===== src/rtl/pgchk_pkg.sv =====
package pgchk_pkg;

    typedef enum logic [1:0] {
        ACC_READ     = 2'd0,
        ACC_WRITE    = 2'd1,
        ACC_FETCH    = 2'd2,
        ACC_READ_ALT = 2'd3
    } acc_kind_e;

    typedef enum logic [1:0] {
        CTX_USER      = 2'd0,
        CTX_SUPER     = 2'd1,
        CTX_SUPER_OVR = 2'd2,
        CTX_NONE      = 2'd3
    } priv_ctx_e;

    typedef struct packed {
        logic user;
        logic rw;
        logic nx;
    } perm_t;

    typedef struct packed {
        logic smep;
        logic smap;
        logic wp;
        logic nxe;
        logic pae;
    } ctl_t;

    localparam int unsigned ERR_BIT_P   = 0;
    localparam int unsigned ERR_BIT_W   = 1;
    localparam int unsigned ERR_BIT_U   = 2;
    localparam int unsigned ERR_BIT_RSV = 3;
    localparam int unsigned ERR_BIT_ID  = 4;
    localparam int unsigned ERR_MIN_W   = 5;

    function automatic logic is_fetch(input acc_kind_e k);
        return k == ACC_FETCH;
    endfunction

    function automatic logic is_write(input acc_kind_e k);
        return k == ACC_WRITE;
    endfunction

    function automatic logic is_data(input acc_kind_e k);
        return k != ACC_FETCH;
    endfunction

    function automatic logic is_supervisor(input priv_ctx_e c);
        return (c == CTX_SUPER) || (c == CTX_SUPER_OVR);
    endfunction

endpackage


===== src/rtl/pgchk_perm_merge.sv =====
module pgchk_perm_merge
    import pgchk_pkg::*;
(
    input  perm_t dir_perm,
    input  perm_t tbl_perm,
    input  logic  large_page,
    output perm_t eff_perm
);
    always_comb begin
        if (large_page) begin
            eff_perm = dir_perm;
        end else begin
            eff_perm.user = dir_perm.user & tbl_perm.user;
            eff_perm.rw   = dir_perm.rw   & tbl_perm.rw;
            eff_perm.nx   = dir_perm.nx   | tbl_perm.nx;
        end
    end
endmodule


===== src/rtl/pgchk_rules.sv =====
module pgchk_rules
    import pgchk_pkg::*;
(
    input  acc_kind_e kind,
    input  priv_ctx_e ctx,
    input  ctl_t      ctl,
    input  perm_t     eff,
    output logic      fault
);
    logic nx_hit;
    logic user_hit;
    logic super_hit;

    // No-execute rule applies in every context.
    assign nx_hit = is_fetch(kind) && ctl.nxe && ctl.pae && eff.nx;

    always_comb begin
        user_hit = 1'b0;
        if (ctx == CTX_USER) begin
            if (!eff.user) user_hit = 1'b1;
            if (is_write(kind) && !eff.rw) user_hit = 1'b1;
        end
    end

    always_comb begin
        super_hit = 1'b0;
        if (is_supervisor(ctx)) begin
            if (ctx == CTX_SUPER && ctl.smap && is_data(kind) && eff.user)
                super_hit = 1'b1;
            if (ctl.smep && is_fetch(kind) && eff.user)
                super_hit = 1'b1;
            if (ctl.wp && is_write(kind) && !eff.rw)
                super_hit = 1'b1;
        end
    end

    assign fault = nx_hit | user_hit | super_hit;
endmodule


===== src/rtl/pgchk_errcode.sv =====
module pgchk_errcode
    import pgchk_pkg::*;
#(
    parameter int unsigned ERR_W = 16
) (
    input  logic             fault,
    input  acc_kind_e        kind,
    input  priv_ctx_e        ctx,
    input  ctl_t             ctl,
    output logic [ERR_W-1:0] code
);
    logic [ERR_MIN_W-1:0] base;

    always_comb begin
        base              = '0;
        base[ERR_BIT_P]   = fault;
        base[ERR_BIT_W]   = fault && is_write(kind);
        base[ERR_BIT_U]   = fault && (ctx == CTX_USER);
        base[ERR_BIT_RSV] = 1'b0;
        base[ERR_BIT_ID]  = fault && is_fetch(kind) &&
                            ((ctl.nxe && ctl.pae) || ctl.smep);
    end

    for (genvar i = 0; i < int'(ERR_W); i++) begin : g_bit
        if (i < int'(ERR_MIN_W)) begin : g_def
            assign code[i] = base[i];
        end else begin : g_pad
            assign code[i] = 1'b0;
        end
    end
endmodule


===== src/rtl/pgchk_top.sv =====
module pgchk_top
    import pgchk_pkg::*;
#(
    parameter int unsigned ERR_W = 16
) (
    input  logic             clk,
    input  logic             rst,
    input  logic             in_valid,
    input  logic [1:0]       acc_kind,
    input  logic [1:0]       priv_ctx,
    input  logic             smep_en,
    input  logic             smap_en,
    input  logic             wp_en,
    input  logic             nxe_en,
    input  logic             pae_en,
    input  logic             dir_user,
    input  logic             dir_rw,
    input  logic             dir_nx,
    input  logic             tbl_user,
    input  logic             tbl_rw,
    input  logic             tbl_nx,
    input  logic             large_page,
    output logic             out_valid,
    output logic             fault,
    output logic [ERR_W-1:0] err_code
);
    acc_kind_e        kind;
    priv_ctx_e        ctx;
    ctl_t             ctl;
    perm_t            dir_perm;
    perm_t            tbl_perm;
    perm_t            eff_perm;
    logic             fault_c;
    logic [ERR_W-1:0] code_c;

    assign kind     = acc_kind_e'(acc_kind);
    assign ctx      = priv_ctx_e'(priv_ctx);
    assign ctl      = '{smep: smep_en, smap: smap_en, wp: wp_en,
                        nxe: nxe_en, pae: pae_en};
    assign dir_perm = '{user: dir_user, rw: dir_rw, nx: dir_nx};
    assign tbl_perm = '{user: tbl_user, rw: tbl_rw, nx: tbl_nx};

    pgchk_perm_merge merge_i (
        .dir_perm   (dir_perm),
        .tbl_perm   (tbl_perm),
        .large_page (large_page),
        .eff_perm   (eff_perm)
    );

    pgchk_rules rules_i (
        .kind  (kind),
        .ctx   (ctx),
        .ctl   (ctl),
        .eff   (eff_perm),
        .fault (fault_c)
    );

    pgchk_errcode #(.ERR_W(ERR_W)) code_i (
        .fault (fault_c),
        .kind  (kind),
        .ctx   (ctx),
        .ctl   (ctl),
        .code  (code_c)
    );

    always_ff @(posedge clk) begin
        if (rst) begin
            out_valid <= 1'b0;
            fault     <= 1'b0;
            err_code  <= '0;
        end else begin
            out_valid <= in_valid;
            if (in_valid) begin
                fault    <= fault_c;
                err_code <= code_c;
            end
        end
    end
endmodule


===== config.mk =====
export PLATFORM = sky130hd
export DESIGN_NAME = pgchk_top
export DESIGN_NICKNAME = d
export VERILOG_FILES = /design/src/rtl/pgchk_pkg.sv /design/src/rtl/pgchk_perm_merge.sv /design/src/rtl/pgchk_rules.sv /design/src/rtl/pgchk_errcode.sv /design/src/rtl/pgchk_top.sv
export SDC_FILE = /design/constraint.sdc
export NUM_CORES = 1
export LEC_CHECK = 0
export ABC_AREA = 1
export BUFFER_PORTS_ARGS = -buffer_cell sky130_fd_sc_hd__buf_2
export CORE_MARGIN = 4
export CORE_UTILIZATION = 45
export CTS_BUF_LIST = sky130_fd_sc_hd__clkbuf_4 sky130_fd_sc_hd__clkbuf_8
export CTS_CLUSTER_SIZE = 12
export DETAILED_ROUTE_END_ITERATION = 6
export GPL_ROUTABILITY_DRIVEN = 0
export HOLD_SLACK_MARGIN = 0.02
export PLACE_DENSITY = 0.74
export SETUP_SLACK_MARGIN = 0.5
export SYNTH_ARGS = -nofsm -noshare
export SYNTH_HDL_FRONTEND = slang
export SYNTH_HIERARCHICAL = 1
export SYNTH_SLANG_ARGS = --single-unit

===== constraint.sdc =====
create_clock -name clk -period 1.27 [get_ports clk]
set_input_delay 0.0635 -clock clk [delete_from_list [all_inputs] [get_ports clk]]
set_output_delay 0.0635 -clock clk [all_outputs]
set_load 0.02 [all_outputs]

== Yosys cells after proc, flatten, opt, wreduce, memory -nomap -nowiden ==
Index checks and enable logic that the tools add are counted.

* Flip-flop bits (word level): 6
* Logic and storage cells: 41
* Input port bits: 19

* Bitwise operators: 5
* Equal/unequal tests: 5
* Reductions and logical operators: 20
* Mux-type cells: 8

{| class="wikitable"
|+ Operators by type and width
! kind !! number
|-
| logical AND 1 bit || 16
|-
| two-way mux 1 bit || 7
|-
| equality test 2 x 1 -> 1 bit, second input constant || 2
|-
| equality test 2 bit, second input constant || 2
|-
| two-way mux 3 bit || 1
|-
| bitwise OR 1 bit || 3
|-
| AND 1 bit || 2
|-
| zero test 2 bit || 1
|-
| logical OR 1 bit || 2
|-
| != test 2 bit, second input constant || 1
|-
| zero test 1 bit || 1
|}

== Depth between registers and ports, before layout ==
Gate-level depths: netlist (run 1).

* Depth after elaboration: 11
* Mapped depth: 14
* Depth with buffers taken out: 14

== Cells and area by module ==
The synthesis (run 1) kept the hierarchy.

{| class="wikitable"
|+ By module, submodules not included
! module !! area each (um^2) !! instances !! cells each !! sequential area each (um^2)
|-
| pgchk_top || 748.2 || 1 || 111 || 360.3
|-
| pgchk_errcode || 132.6 || 1 || 21 || 0.0
|-
| pgchk_rules || 107.6 || 1 || 21 || 0.0
|-
| pgchk_perm_merge || 37.5 || 1 || 10 || 0.0
|}

== Worst setup path before layout (run 1) ==
No wires, ideal clock.

* Path type: input to register
* Start: input priv_ctx[1]
* End: register err_code[1]
* Arrival time: 0.942 ns
* Cell stages on the path: 14
* Slack: 0.264 ns
* Setup time: 0.064 ns
* Cells stage by stage: inv_1 > ha_1 > nand2_1 > inv_1 > nand3_1 > nand3_1 > nand2_1 > nand2_1 > inv_1 > nor3_1 > inv_1 > nand2_1 > nand2_1 > nor2_1

* Longest elaborated chain between the ends: 10
* Elaborated cells on any way between the ends: 15
* Those cells by class: 2 x eq/ne; 5 x mux; 2 x bitwise; 6 x reduce/logical

{| class="wikitable"
|+ RTL lines
! item !! RTL line !! text
|-
| from (decl) || pgchk_top.sv:10 || <nowiki>input logic [1:0] priv_ctx,</nowiki>
|-
| equality test 2 x 1 -> 1 bit || pgchk_pkg.sv:51, pgchk_rules.sv:28 ||
|-
| logical AND 1 bit (3 in a row) || pgchk_rules.sv:28 || <nowiki>if (ctx == CTX_SUPER && ctl.smap && is_data(kind) && eff.user)</nowiki>
|-
| two-way mux 1 bit || pgchk_rules.sv:28 ||
|-
| two-way mux 1 bit || pgchk_rules.sv:30 || <nowiki>if (ctl.smep && is_fetch(kind) && eff.user)</nowiki>
|-
| two-way mux 1 bit || pgchk_rules.sv:32 || <nowiki>if (ctl.wp && is_write(kind) && !eff.rw)</nowiki>
|-
| two-way mux 1 bit || pgchk_rules.sv:27 || <nowiki>if (is_supervisor(ctx)) begin</nowiki>
|-
| bitwise OR 1 bit (*) || pgchk_rules.sv:37 || <nowiki>assign fault = nx_hit | user_hit | super_hit;</nowiki>
|-
| net fault_c || pgchk_top.sv:33 || <nowiki>logic fault_c;</nowiki>
|-
| logical AND 1 bit (*) || pgchk_errcode.sv:17 || <nowiki>base[ERR_BIT_W] = fault && is_write(kind);</nowiki>
|-
| net code_c[1] || pgchk_top.sv:34 || <nowiki>logic [ERR_W-1:0] code_c;</nowiki>
|-
| to (signal assigned) || pgchk_top.sv:75 || <nowiki>err_code <= code_c;</nowiki>
|-
| to (decl) || pgchk_top.sv:25 || <nowiki>output logic [ERR_W-1:0] err_code</nowiki>
|}

Mark *: on every way through the listed nets, which the timed path passes. The rest lies on a longest branch.
A chain may end at the register's enable or synchronous reset.

==> results of run 1 <==
==> cells by family after synthesis <==
kind of cell | after synthesis | share of synthesized area (%)
AO/OA/AOI/OAI | 2 | 0.9756
buffers and inverters | 49 | 25.98
other | 1 | 0.3655
AND/OR/NAND/NOR | 91 | 35.12
adder cells (fa/ha/maj) | 2 | 2.439
flip-flops | 18 | 35.12
==> stage by stage <==
stage | instance area (sq um) | setup WS [ns]
CTS | 1448 | 0.4321
global placement | 1204 | 0.05579
global route | 1505 | 0.2614
detailed placement | 1204 | 0.004341
finish | 1505 | 0.3786
floorplan | 1119 | 0.3192
==> final cells by class <==
type | instances | area [sq um] | area share, %
Clock buffer | 4 | 36.28 | 2.411
Inverter | 31 | 136.4 | 9.061
Multi-Input combinational cell | 107 | 523.0 | 34.75
Sequential cell | 18 | 382.9 | 25.44
Tap cell | 28 | 35.03 | 2.328
Timing Repair Buffer | 41 | 391.6 | 26.02
==> registers in the layout, summed over array words and instances, names as in the netlist <==
name	flops
err_code	16
fault	1
out_valid	1
==> metal layers <==
metal	up-vias	GRT usage (%)	share of wire (%)	wire (um)
met5	-	0	0	0
met4	0	5.556	1.2	26
met3	2	1.856	4.1	86
met2	21	24.83	55	1142
met1	409	14.23	40	827
li1	519	-	-	-
==> path summary, 6_finish.rpt <==
kind	startpoint	end	slack, ns	depth (start not counted)
worst max-delay path	large_page	err_code[0]	0.38	13
worst min-delay path	priv_ctx[0]	err_code[2]	0.12	6
worst max register to register	err_code[8]	err_code[8]	0.56	3
worst min register to register	fault	fault	0.48	2
==> where the power goes <==
part	leakage (nW)	internal, mW	switching [mW]
combinational	0.588	0.181	0.196
clock	0.0210	0.174	0.175
sequential	0.155	0.610	0.0255
total	0.764	0.965	0.396
==> worst max-delay path, cell delays in order <==
cell	delay, ns
buf_8	0.09
nor2_4	0.03
nor2_1	0.10
inv_1	0.06
nand3_1	0.06
nand2_1	0.07
a21oi_2	0.20
nand2_4	0.08
buf_4	0.14
inv_1	0.04
nand2_1	0.04
nand2_1	0.06
nor2_1	0.04
==> repair_timing <==
| item | 4_1_cts | 5_1_grt |
|---|---|---|
| cloned | 0 | 0 |
| resized for setup | 64 | 14 |
| setup buffers | 3 | 0 |
| pin swaps | 8 | 12 |
| hold buffers | 1 | 0 |
| endpoints found under the hold margin | 1 | 0 |
| endpoints found under the setup margin | 23 | 23 |
==> cells in the mapped netlist (all sizes together) <==
| cell | count |
|---|---|
| ha | 2 |
| buf | 18 |
| dfxtp | 18 |
| conb | 1 |
| nor2 | 41 |
| nor3 | 2 |
| inv | 31 |
| nand2 | 41 |
| a21oi | 2 |
| nand3 | 5 |
| nand4 | 2 |
==> qor.txt, run 1 <==
Outcome = completed
Reg clk slew, reported paths = 0.10 ns
Req. time, crit path = 1.46 ns
CTS H-Tree Depth = 1
Max-cap viol count = 0
Overall power = 1.361 mW
Drt wl/cell = 9.092 um
Routed vias = 951
Fin. max-slew vios = 0
First drt pass iteration count = 4
Register bit count reported by yosys = 18
Clk_skew = 0 ns
Largest net degree at the start of global routing = 19
Setup TNS = 0 ns
Cells after Synth = 163
Die Footprint = 3108 sq um
Yosys Warn Count = 6
CTS Buf Count = 3
Max Fclk = 1122 MHz
Post-DP HPWL = 1456 um
Diode count = 0
# clock sinks = 18
P_leak = 0.7638 nW
DRC Markers = 0
Fill count = 190
Routed vias/inst = 4.153
Most frequent cells in the layout = 38 x nand2_1, 36 x nor2_1, 25 x inv_1
Post-synth top area share = 35.12%
CTS Root Cell = clkbuf_4
GRT Total Usage = 13.10%
Drt first-iter violations = 11
Setup CP Type = input port to flip-flop
Worst hold slack = 0.1236 ns
Tcrit/Tclk final = 70.19%
RSZ-0062 raised after global routing = true
Post-layout util = 68.70%
HP Class = input port to flip-flop
Die X = 55.75 um
CP max FO = 3
Initial core utilization = 46.83%
First-pass GRT wire length = 3381 um
Fin. Hold Viols = 0
Post-Syn Area = 1026 sq um
Clock Path Buffers = 2
Maximum vdd drop = 0.4685 mV
Top post-synthesis cells by area = dfxtp_1 35%, nand2_1 15%, nor2_1 14%
CP arrival = 1.08 ns
Most common cell after layout, fill and taps aside = nand2_1
Tmin final = 0.8914 ns
Area growth, synth to finish = 46.71%
Die Y = 55.75 um
Post-Route WL = 2082 um
Row cnt = 17
Number of global-route vias before repair = 841
Syn_area_per_cell = 6.294 sq um
Seq/Total Area, Yosys = 35.12%
Count of different cell masters after synthesis = 14
Grt ovf = 0
Clk_lat worst skew = 0.28 ns
Post-route ant nets = 0
CTS tree = done
PD cells = 904.4 nW/um^2
Non-Filler Instances = 229
Initial antenna violation count = 0
Final setup fails = 0
I/O Buffers = 36
I/O pins = 37
Top cell type by total area after synthesis = dfxtp_1
Share of cells above drive strength 1 = 41.29%
Fin nets = 223
Startpoint types = input port
Placed cells = 221
CP endpoint kind = flip-flop
Core area = 2191 sq um
Power figures use the tool's default switching activity.
==> run 2: changes to the inputs <==
PLACE_DENSITY = 0.76   (was 0.74)
clock period = 0.8 ns   (was 1.27 ns; I/O delays follow)
==> qor.txt, run 2 (synthesis gave the netlist of run 1 again) <==
Drt wl/cell = 9.795 um
GRT Total Usage = 14.73%
Die X = 55.75 um
Startpoint types = input port
CP cell instances = buf_6 -> nor2_4 -> nor2_4 -> inv_2 -> nand4_1 -> nand3_2 -> nand2_2 -> nand2_4 -> inv_2 -> nor3_2 -> inv_1 -> nand2_1 -> nand2_1 -> nor2_1
Worst hold slack = -0.09507 ns
Setup CP Type = input port to flip-flop
Initial antenna violation count = 0
Drt first-iter violations = 6
Outcome = complete, but fails checks
Fin nets = 228
P_leak = 0.7874 nW
DRC Markers = 0
Clock Path Buffers = 2
Row cnt = 17
Routed vias = 1,018
Number of flip-flops in the largest register = 16
Most common cell after layout, fill and taps aside = nand2_1
CTS H-Tree Depth = 1
Regs by FF count = err_code x16, fault x1, out_valid x1
Post-route ant nets = 0
Area growth, synth to finish = 56.34%
Most frequent cells in the layout = 37 x nand2_1, 30 x nor2_1, 25 x buf_6
Initial core utilization = 46.83%
CP arrival = 1.13 ns
Share of cells above drive strength 1 = 48.06%
RSZ-0062 raised after global routing = true
Grt ovf = 0
# clock sinks = 18
Routed vias/inst = 4.350
Slowest-stage cell, CP = nand4_1
CTS Buf Count = 3
Biggest register = err_code
Post-Route WL = 2292 um
CP endpoint kind = flip-flop
Clk_skew = 0 ns
Pre-CTS WS = -0.3954 ns
Reg clk slew, reported paths = 0.10 ns
Tmin final = 0.8975 ns
Max-cap viol count = 0
CTS tree = done
First drt pass iteration count = 4
I/O Buffers = 36
First-pass GRT wire length = 3739 um
Die Footprint = 3108 sq um
Final setup fails = 21
Req. time, crit path = 1.03 ns
Largest net degree at the start of global routing = 36
CP max FO = 3
Fin. Hold Viols = 1
Max Fclk = 1114 MHz
Maximum vdd drop = 0.7078 mV
Core area = 2191 sq um
HP Class = input port to flip-flop
Tcrit/Tclk final = 112.2%
Overall power = 2.096 mW
Post-DP HPWL = 1509 um
PD cells = 1307 nW/um^2
Clk_lat worst skew = 0.29 ns
CTS Root Cell = clkbuf_4
Crit path largest cell delay = 0.12 ns
Fin. max-slew vios = 0
Fill count = 172
Number of global-route vias before repair = 949
Violated checks = negative hold slack, negative setup slack
Diode count = 0
I/O pins = 37
Setup ws final = -0.09750 ns
Die Y = 55.75 um
run 2: changes by cell type in the layout (fill, tap and decap cells not counted), moves of 2 or more:
cell	change
buf_4	+2
buf_6	+4
dfxtp_2	-17
dfxtp_4	+17
inv_1	-3
inv_2	+3
nor2_1	-6
nor2_2	+4
nor2_4	+2
run 2: timing repair:
item,CTS,global route
gates resized for setup,53,21
setup buffers,1,2
endpoints found under the hold margin,1,1
gates cloned,0,0
setup endpoints to repair,35,35
pin swaps,10,10
run 2: worst paths after layout:
path	cells past startpoint	startpoint	slack, ns	endpoint
worst max-delay path	14	tbl_rw	-0.1	err_code[2]
worst min register to register	2	err_code[2]	0.48	err_code[2]
worst max register to register	3	err_code[12]	0.11	err_code[12]
worst min-delay path	2	rst	-0.1	out_valid
run 2: routing by layer:
metal / global-route usage [%] / vias up / part of all wire (%)
li1: - / 535 / -
met1: 16.05 / 445 / 37
met2: 27.20 / 30 / 54
met3: 2.320 / 8 / 5.6
met4: 7.292 / 0 / 3.4
met5: 0 / - / 0
run 2: layout make-up:
type                       instances  area (sq um)  share of cell area (%)
multi-input combinational        107         549.3                   34.24
clock inverter                     1         3.754                  0.2340
clock buffer                       3         22.52                   1.404
timing repair buffer              46         431.7                   26.91
inverter                          31         136.4                   8.502
tap                               28         35.03                   2.184
sequential                        18         425.4                   26.52
run 2: where the power goes:
| group | leakage [nW] | switching (mW) | total, mW | internal (mW) |
|---|---|---|---|---|
| clock | 0.0154 | 0.280 | 0.462 | 0.182 |
| combinational | 0.612 | 0.334 | 0.653 | 0.319 |
| sequential | 0.160 | 0.0407 | 0.981 | 0.940 |
| total | 0.787 | 0.655 | 2.10 | 1.44 |
run 2: per-stage QoR:
stage / area [sq um] / cells / utilization (%) / hold slack (ns) / TNS (ns)
after floorplan: 1189 / 174 / - / 0.1010 / -0.4368
after global placement: 1315 / 227 / 60.02 / 0.2129 / -1.655
after detailed placement: 1315 / 227 / 60.02 / 0.2170 / -1.836
after CTS: 1510 / 232 / 68.93 / -0.09617 / -0.3791
after global routing: 1604 / 234 / 73.22 / -0.09124 / -1.591
final: 1604 / 234 / 73.22 / -0.09507 / -0.5727
run 2: worst max-delay path, delay by kind of cell:
kind	cells	cell delay [ns]
buffers and inverters	4	0.26
and+or+nand+nor	10	0.85
==> run 3: changes to the inputs <==
CORE_MARGIN = 1.5   (was 4)
==> qor.txt, run 3 (synthesis gave the netlist of run 1 again) <==
FF-to-FF End = err_code[11]
Fin. max-slew vios = 0
Post-DP HPWL = 1427 um
RSZ-0062 raised after global routing = true
CTS Root Cell = clkbuf_4
Regs by FF count = err_code x16, fault x1, out_valid x1
Clk_skew = 0 ns
Number of flip-flops in the largest register = 16
Max-cap viol count = 0
Maximum vdd drop = 0.6167 mV
CTS Buf Count = 3
I/O Buffers = 36
Post-Route WL = 2019 um
Sequential cell area = 425.4 sq um
Setup ws final = -0.01505 ns
CTS tree = done
CTS H-Tree Depth = 1
Post-route ant nets = 0
Diode count = 0
Biggest register = err_code
P_leak = 0.7634 nW
Crit. Startpoint = priv_ctx[1]
Post-layout util = 69.56%
Row cnt = 17
Worst hold slack = -0.07251 ns
Core area = 2191 sq um
GRT Total Usage = 17.89%
Reg clk slew, reported paths = 0.10 ns
Setup CP Type = input port to flip-flop
Number of global-route vias before repair = 914
First-pass GRT wire length = 3574 um
DRC Markers = 0
CP endpoint kind = flip-flop
Hold path cells = 2
Die X = 50.75 um
Share of cells above drive strength 1 = 42.16%
Tmin final = 0.8151 ns
Drt wl/cell = 8.703 um
Final setup fails = 9
Hold path start = rst
Routed vias/inst = 4.228
Area growth, synth to finish = 48.54%
Setup TNS = -0.05649 ns
Die Footprint = 2576 sq um
Violated checks = negative hold slack, negative setup slack
Max Fclk = 1227 MHz
Area of the multi-input gates = 499.2 sq um
Grt ovf = 0
Reg2Reg Launch Point = err_code[11]
Fin. Hold Viols = 1
First drt pass iteration count = 4
Initial core utilization = 46.83%
Hold EP = out_valid
Die Y = 50.75 um
Most frequent cells in the layout = 40 x nand2_1, 33 x nor2_1, 25 x inv_1
Startpoint types = input port
Drt first-iter violations = 7
FF-to-FF setup slack = 0.08 ns
Fin nets = 226
I/O pins = 37
# clock sinks = 18
Tcrit/Tclk final = 101.9%
Most common cell after layout, fill and taps aside = nand2_1
Routed vias = 981
Clk_lat worst skew = 0.28 ns
Req. time, crit path = 1.02 ns
Initial antenna violation count = 0
Largest net degree at the start of global routing = 36
Fill count = 190
CP max FO = 3
Placed Area = 1315 sq um
PD cells = 1319 nW/um^2
HP Class = input port to flip-flop
CP arrival = 1.04 ns
Clock Path Buffers = 2
Path depth of the worst reg2reg path = 3
Final instance area = 1524 sq um
Outcome = complete, but fails checks
run 3: cell count changes in the layout (fill, tap and decap cells not counted), sizes merged:
cell	delta
buf	-2
run 3: per-layer routing:
metal / vias up / track usage (%) / part of all wire [%] / routed length (um)
met4: 0 / 5.405 / 0.50 / 10
li1: 528 / - / - / -
met2: 23 / 36.18 / 56 / 1130
met1: 428 / 18.23 / 41 / 818
met3: 2 / 2.976 / 2.9 / 59
met5: - / 0 / 0 / 0
run 3: final cells by class:
| cell class | instances | area share (%) |
|---|---|---|
| Tap cell | 28 | 2.299 |
| Clock buffer | 3 | 1.478 |
| Inverter | 31 | 8.949 |
| Timing Repair Buffer | 44 | 26.35 |
| Multi-Input combinational cell | 107 | 32.76 |
| Sequential cell | 18 | 27.91 |
| Clock inverter | 1 | 0.2463 |
run 3: power by group:
group / leakage, nW / internal (mW) / switching (mW)
clock network: 0.0154 / 0.181 / 0.258
registers: 0.160 / 0.940 / 0.0400
logic: 0.588 / 0.286 / 0.305
total: 0.763 / 1.41 / 0.603
run 3: stage by stage:
stage,std cells,power [mW],setup WS [ns]
after floorplan,174,1.352,-0.1273
after global routing,232,2.140,-0.09339
after detailed placement,227,1.468,-0.4009
after CTS,232,2.020,-0.02450
after global placement,227,1.450,-0.3559
final,232,2.010,-0.01505
run 3: worst max path at each step:
stage	end	depth (start not counted)
2_1_floorplan	err_code[2]	14
3_3_place_gp	err_code[2]	15
3_5_place_dp	err_code[2]	15
4_1_cts	err_code[4]	15
5_1_grt	err_code[2]	15
6_report	err_code[1]	15
run 3: worst max-delay path, cell delays in order:
cell     delay, ns
buf_12        0.11
inv_12        0.04
ha_4          0.10
nand2_1       0.04
inv_1         0.05
nand3_1       0.06
nand3_1       0.07
nand2_1       0.06
nand2_2       0.09
inv_2         0.05
nor3_2        0.10
inv_1         0.05
nand2_1       0.05
nand2_1       0.04
nor2_1        0.09
run 3: timing repair:
action,in CTS,in global routing
gates resized for setup,51,3
endpoints found under the setup margin,35,35
buffers inserted,1,0
hold endpoints to repair,1,1
pin swaps,22,1
